### src/rtl/chop_pkg.sv
package chop_pkg;

  // Output state of one bridge: enable line plus the two phase lines
  typedef struct packed {
    logic en_line;
    logic ph_hi;
    logic ph_lo;
  } bridge_t;

  // Map drive state, direction and decay style onto the bridge lines
  function automatic bridge_t steer(input logic on, input logic dir,
                                    input logic slow, input logic off_all);
    bridge_t b;
    if (off_all) begin
      b = '0;
    end else if (slow) begin
      b.en_line = 1'b1;
      b.ph_hi   = dir & on;
      b.ph_lo   = ~dir & on;
    end else begin
      b.en_line = on;
      b.ph_hi   = dir;
      b.ph_lo   = ~dir;
    end
    return b;
  endfunction

  // True while the position lies inside the sync window
  function automatic logic in_window(input int unsigned pos, input int unsigned len);
    return pos < len;
  endfunction

endpackage

### src/rtl/period_counter.sv
module period_counter #(
  parameter int CNT_W    = 8,
  parameter int SYNC_LEN = 16
) (
  input  logic             clk,
  input  logic             rst_n,
  output logic [CNT_W-1:0] pos,
  output logic             wrap,
  output logic             sync_n
);
  import chop_pkg::*;

  localparam logic [CNT_W-1:0] LAST = {CNT_W{1'b1}};

  always_ff @(posedge clk or negedge rst_n) begin
    if (!rst_n) pos <= '0;
    else        pos <= pos + 1'b1;
  end

  assign wrap   = (pos == LAST);
  assign sync_n = ~in_window(32'(pos), SYNC_LEN);

  // the period end is always followed by position 0
  a_r2_wrap_to_zero: assert property (@(posedge clk) disable iff (!rst_n)
    wrap |=> (pos == '0));

  // sync goes low only when a new period begins
  a_r1_sync_start: assert property (@(posedge clk) disable iff (!rst_n)
    (!sync_n && $past(sync_n)) |-> (pos == '0));

endmodule

### src/rtl/sense_gate.sv
module sense_gate #(
  parameter int CNT_W  = 8,
  parameter int STAGES = 2
) (
  input  logic             clk,
  input  logic             rst_n,
  input  logic             sense_raw,
  input  logic             wrap,
  input  logic [CNT_W-1:0] pos,
  input  logic [CNT_W-1:0] blank_len,
  output logic             tripped
);
  logic [STAGES-1:0] sh;
  logic              sense_s;
  logic              window_open;
  logic              sense_seen;

  always_ff @(posedge clk or negedge rst_n) begin
    if (!rst_n) sh <= '0;
    else        sh <= {sh[STAGES-2:0], sense_raw};
  end

  assign sense_s     = sh[STAGES-1];
  assign window_open = (pos >= blank_len);
  assign sense_seen  = sense_s & window_open;

  always_ff @(posedge clk or negedge rst_n) begin
    if (!rst_n)    tripped <= 1'b0;
    else if (wrap) tripped <= 1'b0;
    else if (sense_seen) tripped <= 1'b1;
  end

  // a trip holds until the period ends
  a_r5_trip_holds: assert property (@(posedge clk) disable iff (!rst_n)
    (tripped && !wrap) |=> tripped);

  // no trip can start inside the blanking window
  a_r6_blank_masks: assert property (@(posedge clk) disable iff (!rst_n)
    (!tripped && (pos < blank_len)) |=> !tripped);

endmodule

### src/rtl/bridge_steer.sv
module bridge_steer (
  input  logic clk,
  input  logic rst_n,
  input  logic wrap,
  input  logic tripped,
  input  logic dir,
  input  logic slow,
  input  logic en_n,
  output logic en_line,
  output logic ph_hi,
  output logic ph_lo
);
  import chop_pkg::*;

  logic    dir_q;
  logic    slow_q;
  logic    drive_on;
  bridge_t b;

  always_ff @(posedge clk or negedge rst_n) begin
    if (!rst_n) begin
      dir_q  <= 1'b0;
      slow_q <= 1'b0;
    end else if (wrap) begin
      dir_q  <= dir;
      slow_q <= slow;
    end
  end

  assign drive_on = ~tripped & ~wrap;
  assign b        = steer(drive_on, dir_q, slow_q, en_n);
  assign en_line  = b.en_line;
  assign ph_hi    = b.ph_hi;
  assign ph_lo    = b.ph_lo;

  // disabled bridge has every line low
  a_r11_disable: assert property (@(posedge clk) disable iff (!rst_n)
    en_n |-> (!en_line && !ph_hi && !ph_lo));

  // slow decay never drops the enable line while outputs are enabled
  a_r9_slow_enable: assert property (@(posedge clk) disable iff (!rst_n)
    (slow_q && !en_n) |-> en_line);

  // latched settings only move at the period boundary
  a_r10_latch_hold: assert property (@(posedge clk) disable iff (!rst_n)
    !$past(wrap) |-> ($stable(dir_q) && $stable(slow_q)));

endmodule

### src/rtl/dual_chopper_pwm.sv
module dual_chopper_pwm #(
  parameter int CNT_W       = 8,
  parameter int SYNC_LEN    = 16,
  parameter int SYNC_STAGES = 2
) (
  input  logic             clk,
  input  logic             rst_n,
  input  logic             en_n,
  input  logic [1:0]       sense,
  input  logic [1:0]       dir,
  input  logic [1:0]       decay_slow,
  input  logic [CNT_W-1:0] blank_len,
  output logic [1:0]       inh_n,
  output logic [3:0]       ph,
  output logic             sync_n
);
  localparam int NW = 2;

  logic [CNT_W-1:0] pos;
  logic             wrap;
  logic [NW-1:0]    tripped;

  period_counter #(.CNT_W(CNT_W), .SYNC_LEN(SYNC_LEN)) u_cnt (
    .clk(clk), .rst_n(rst_n), .pos(pos), .wrap(wrap), .sync_n(sync_n)
  );

  for (genvar w = 0; w < NW; w++) begin : g_wind
    sense_gate #(.CNT_W(CNT_W), .STAGES(SYNC_STAGES)) u_gate (
      .clk(clk), .rst_n(rst_n), .sense_raw(sense[w]), .wrap(wrap),
      .pos(pos), .blank_len(blank_len), .tripped(tripped[w])
    );
    bridge_steer u_steer (
      .clk(clk), .rst_n(rst_n), .wrap(wrap), .tripped(tripped[w]),
      .dir(dir[w]), .slow(decay_slow[w]), .en_n(en_n),
      .en_line(inh_n[w]), .ph_hi(ph[2*w]), .ph_lo(ph[2*w+1])
    );
  end

  // no winding conducts in the last clock of a period
  a_r3_off_at_wrap: assert property (@(posedge clk) disable iff (!rst_n)
    wrap |-> (!(inh_n[0] && (ph[0] || ph[1])) && !(inh_n[1] && (ph[2] || ph[3]))));

  // position 0 never starts with a winding tripped
  a_r2_start_clear: assert property (@(posedge clk) disable iff (!rst_n)
    (pos == '0) |-> (tripped == '0));

endmodule

### config.mk
export PLATFORM = sky130hd
export DESIGN_NAME = dual_chopper_pwm
export DESIGN_NICKNAME = d
export VERILOG_FILES = /design/src/rtl/chop_pkg.sv /design/src/rtl/period_counter.sv /design/src/rtl/sense_gate.sv /design/src/rtl/bridge_steer.sv /design/src/rtl/dual_chopper_pwm.sv
export SDC_FILE = /design/constraint.sdc
export NUM_CORES = 1
export LEC_CHECK = 0
export BUFFER_PORTS_ARGS = -buffer_cell sky130_fd_sc_hd__buf_2
export CORE_ASPECT_RATIO = 1.2
export CORE_MARGIN = 2
export CORE_UTILIZATION = 40
export CTS_BUF_LIST = sky130_fd_sc_hd__clkbuf_8
export CTS_CLUSTER_DIAMETER = 30
export DETAILED_ROUTE_END_ITERATION = 16
export GPL_TIMING_DRIVEN = 0
export MAX_ROUTING_LAYER = met4
export SYNTH_ARGS = -nofsm -noshare
export SYNTH_HDL_FRONTEND = slang
export SYNTH_SLANG_ARGS = --single-unit
### constraint.sdc
create_clock -name clk -period 4.5 [get_ports clk]
set_input_delay 0 -clock clk [delete_from_list [all_inputs] [get_ports clk]]
set_output_delay 0 -clock clk [all_outputs]
set_load 0.02 [all_outputs]
# After elaboration in Yosys (flattened, before gate mapping)
# Index checks and enable logic that the tools add are counted.
dict set report op_classes {
  n_mux 8
  eq_ne 1
  n_reduce_logical 2
  shifts 0
  div 0
  magnitude_cmp 2
  bitwise 14
  n_addsub 1
  multipliers 0
}
# operator count
set ops {}
lappend ops {{two-way mux 3 bit} 4}
lappend ops {{adder 8 x 1 -> 8 bit, second input constant} 1}
lappend ops {{bitwise AND 1 bit} 8}
lappend ops {{equality test 8 bit, second input constant} 1}
lappend ops {{greater-or-equal comparator 8 bit} 1}
lappend ops {{less-than comparator 8 x 5 -> 1 bit, second input constant} 1}
lappend ops {{inverter 1 bit} 6}
lappend ops {{two-way mux 1 bit} 4}
lappend ops {{nonzero test 2 bit} 2}
dict set report totals {
  regBits 18
  romBits 0
  ram_bits 0
  n_memories 0
  in_bits 17
  word_cells 37
  latchBits 0
}

# Logic depth before layout (Yosys ltp)
dict set report logic_depth {
  ltp_word 6
  depth_mapped 6
  mapped_depth_nobuf 6
}

# Modules after synthesis
# A second synthesis with hierarchy kept.
dict set report unflattened {
  cells_unflattened 105
  hier_area_um2 1172.4
}
# module cells_each instances area_per_inst_um2
set modules_own_cells {}
lappend modules_own_cells {sense_gate 30 2 309.0}
lappend modules_own_cells {period_counter 27 1 331.6}
lappend modules_own_cells {bridge_steer 9 2 111.4}

# Worst setup path after synthesis
# OpenSTA, ideal clock, no wires.
dict set report synth_path {
  path_type {register -> register}
  from {register u_cnt.pos[2]}
  to {register g_wind[0].u_gate.tripped}
  setup_slack_ns 2.873
  path_stages_with_launch 6
  t_arrival_ns 1.534
  path_cell_list {dfrtp_1 -> ha_1 -> o21a_1 -> nor2_1 -> or4_1 -> a211oi_1}
}
dict set report synth_via {
  elab_chain_cells 3
  word_cells_on_any_way 5
  cone_classes {order compare (1); eq/ne (1); mux (1); bitwise (1); reduce/logical (1)}
}
# element line_no
set synth_lines {}
lappend synth_lines {{start: declaration} period_counter.sv:7} ;# output logic [CNT_W-1:0] pos,
lappend synth_lines {{start signal: assignment} period_counter.sv:17} ;# else pos <= pos + 1'b1;
lappend synth_lines {{greater-or-equal comparator 8 bit} sense_gate.sv:24} ;# assign window_open = (pos >= blank_len);
lappend synth_lines {{bitwise AND 1 bit} sense_gate.sv:25} ;# assign sense_seen = sense_s & window_open;
lappend synth_lines {{nonzero test 2 bit (no source line)} --}
lappend synth_lines {{end signal: assignment} sense_gate.sv:28} ;# if (!rst_n) tripped <= 1'b0;
lappend synth_lines {{end signal: assignment} sense_gate.sv:29} ;# else if (wrap) tripped <= 1'b0;
lappend synth_lines {{end signal: assignment} sense_gate.sv:30} ;# else if (sense_seen) tripped <= 1'b1;
lappend synth_lines {{end: declaration} sense_gate.sv:11} ;# output logic tripped
# Parallel ways exist; a longest one is shown, timed or not.
# A chain may end at the register's enable or synchronous reset.

# Worst setup path after layout
dict set report layout_path {
  from {register u_cnt.pos[1]}
  to {output ph[2]}
}
dict set report layout_via {
  elab_chain_cells 6
}
# element line_no
set layout_lines {}
lappend layout_lines {{equality test 8 bit} period_counter.sv:20} ;# assign wrap = (pos == LAST);
lappend layout_lines {{inverter 1 bit} bridge_steer.sv:30} ;# assign drive_on = ~tripped & ~wrap;
lappend layout_lines {{bitwise AND 1 bit} bridge_steer.sv:30}
lappend layout_lines {{bitwise AND 1 bit} chop_pkg.sv:18} ;# b.ph_hi = dir & on;
lappend layout_lines {{two-way mux 3 bit} chop_pkg.sv:16} ;# end else if (slow) begin
lappend layout_lines {{two-way mux 3 bit} chop_pkg.sv:14} ;# if (off_all) begin
lappend layout_lines {{end: declaration} dual_chopper_pwm.sv:14} ;# output logic [3:0] ph,
# No other way between the ends.

==> impl_results.md <==
- Outcome: finished clean
- RSZ-0062 raised after global routing: no
- Synth Area in Adders: 11.7%
- Placed Area: 0.00111 mm2
- Largest family of logic cells by synthesized area: simple AND/OR/NAND/NOR gates
- Final hold violation count: 0
- Filler cell count: 220
- Port bufs: 23
- CTS Buf Count: 3
- Worst-path cell chain: ha_1, nand2_1, nor3_4, o21ai_0, and3b_1, buf_4, buf_2
- # DRC: 0
- Setup TNS: 0 ns
- Crit path max-delay family: simple AND/OR/NAND/NOR gates
- Synthesis-stage register bit count: 18
- Worst-path fanout max: 10
- Multi-input logic area: 435 um2
- WP depth: 7
- Worst path max stage delay: 0.40 ns
- Netlist cell types: 24
- Compound-Gate Fraction of Synth Area: 7.94%
- Post-CTS sizing: 0
- Pleak: 0.657 nW
- Clock buffer depth: 2
- Chip Width: 48.7 um
- DR vias: 722
- Worst Reg-to-Reg Cells: 5
- P_int: 0.246 mW
- Total grt overflow: 0
- R2R Path End: g_wind[1].u_gate.tripped
- Syn_area_per_cell: 10.9 um2
- CP startpoint kind: flop
- Global-route wire length before repair: 2.91 mm
- TritonCTS clock tree: yes
- F_max: 502 MHz
- Min Clock Period, post-route: 1.99 ns
- Cell Area, Synth: 961 um2
- Final #Nets: 149
- Peak supply drop: 206 uV
- Max Cap Viol: 0
- NetSw: 0.0655 mW
- Critical R2R Launch: u_cnt.pos[2]
- Average wire per standard cell: 10.6 um
- # diodes: 0
- Fraction of power spent switching nets: 21.0%
- Seq pwr share: 54.0%
- Pwr dens: 254 mW/mm2
- Clock share of power: 33.9%
- Count of final setup violators: 0
- Fin. max-slew vios: 0
- Crit path required time: 4.50 ns
- Vias/cell: 4.75
- Worst setup margin: 2.51 ns
- Iter 0 DRT Violations: 6
- Design Area, Final: 0.00123 mm2
- DRT Pass-1 Iters: 4
- Critical-path top delay cell: dfrtp_1
- CTS root buf: clkbuf_8
- Combinational power share: 12.1%
- Mux share of post-synthesis cell area: 4.69%
- Commonest non-fill, non-tap cell in the layout: buf_2
- Routed WL: 1.61 mm
- CP bufs+invs: 2
- Gr usage total: 13.6%
- Post-synthesis xor/xnor area fraction: 5.47%
- Seq/Total Area, Yosys: 46.9%
- Slew margin rel.: 73.0%
- Vias in the first global route: 784
- Antenna Nets Post-Route: 0
- # clock sinks: 18
- I/O pins: 24
- Final period util: 44.3%
- Yosys Warn Count: 0
- CP arrival: 1.99 ns
- Area growth from synthesis to layout: 27.6%
- Starting density of the core: 42.1%
- Syn nets: 114
- Core region area: 0.00228 mm2
- Worst hold path type: in2async
- Crit. End Element: output pin
- Hpwl dp: 1.26 mm
- # hold bufs at CTS: 7
- Die area: 0.00281 mm2
- Initial antenna violation count: 0
- Post-CTS Setup Inserts: 0
- Cells after Synth: 88
- Actual slew at the worst max-slew pin: 0.404 ns
- Layout cells sized above 1: 33.1%
- Simple-gate share of the synthesized area: 15.5%
- Crit Path Category: reg2out
- Die Height: 57.7 um
- Reg clk slew, reported paths: 0.06 ns
- Largest net degree at the start of global routing: 19
- Worst skew pair latency: 0.24 ns
- Most frequent cells in the layout: 23 x buf_2, 18 x dfrtp_1, 9 x nor2_1, 9 x ha_1, 8 x inv_1
- FF/Latch Area: 450 um2
- H-tree depth: 1
- Final GP Congestion: 0.650
- Setup slack, reg-to-reg: 2.73 ns
- Worst slack, placed: 2.73 ns
- Clock skew: 0.00102 ns
- Row count: 19
- Hold Worst Slack: 0.202 ns
## cells in the mapped netlist, drive strengths merged
cell	instances	area, um2
a2111oi	1	8.76
a211oi	2	15.0
a21oi	2	10.0
and3	1	6.26
and3b	2	17.5
buf	6	45.0
dfrtp	18	450
ha	9	113
inv	8	30.0
mux2	4	45.0
nand2	5	18.8
nand2b	1	6.26
nand3	3	20.0
nor2	9	33.8
nor3	1	16.3
nor3b	2	15.0
o21a	1	7.51
o21ai	3	15.0
o21ba	2	20.0
or4	2	15.0
xnor2	2	17.5
xor2	4	35.0
## per-stage QoR
step	instances	util (%)	power (mW)
after floorplan	88	-	0.190
after global placement	142	48.8	0.203
after detailed placement	142	48.8	0.205
after CTS	152	53.7	0.315
after global routing	152	53.7	0.327
final	152	53.7	0.311
## metal layers
| metal | part of all wire (%) | global-route usage, % | vias up |
|---|---|---|---|
| met3 | 3.4 | 2.58 | 4 |
| met1 | 42 | 13.1 | 340 |
| met5 | 0 | - | - |
| met2 | 53 | 26.8 | 15 |
| li1 | - | - | 363 |
| met4 | 1.1 | 4.49 | 0 |
## final cells by class
cell class	instances	share of cell area (%)
Timing Repair Buffer	30	15.1
Clock buffer	3	3.37
Multi-Input combinational cell	56	35.5
Sequential cell	18	36.7
Buffer	6	3.67
Tap cell	31	3.16
Inverter	8	2.45
## sequential cells by signal, summed over array words and instances (netlist names)
name and flops:
g_wind.u_gate.tripped 2, g_wind.u_steer.slow_q 2, u_cnt.pos 8, g_wind.u_steer.dir_q 2, g_wind.u_gate.sh 4
## cell families (layout without fill, tap and decap cells)
logic type                 count (synthesis)  in the layout
and+or+nand+nor                           26             26
DFF                                       18             18
xor gates and xnor gates                   6              6
muxes                                      4              4
adders and majority gates                  9              9
AOI/OAI and AO/OA                         11             11
buffers and inverters                     14             47
## power groups by stage
stage / sequential [mW] / clock [mW] / combinational [mW]
detailed placement: 0.171 / 0 / 0.0335
global route: 0.169 / 0.116 / 0.0422
global placement: 0.171 / 0 / 0.0321
CTS: 0.168 / 0.109 / 0.0383
floorplan: 0.171 / 0 / 0.0191
finish: 0.168 / 0.106 / 0.0377
## how the worst max path moves through the flow
stage / slack, ns / end / start
2_1_floorplan: 2.87 / g_wind[0].u_gate.tripped / u_cnt.pos[2]
3_5_place_dp: 2.73 / ph[2] / u_cnt.pos[1]
4_1_cts: 2.46 / ph[2] / u_cnt.pos[1]
6_report: 2.51 / ph[2] / u_cnt.pos[1]
3_3_place_gp: 2.76 / g_wind[0].u_gate.tripped / u_cnt.pos[2]
5_1_grt: 2.31 / ph[2] / u_cnt.pos[0]
(Power assumes the default switching activity.)
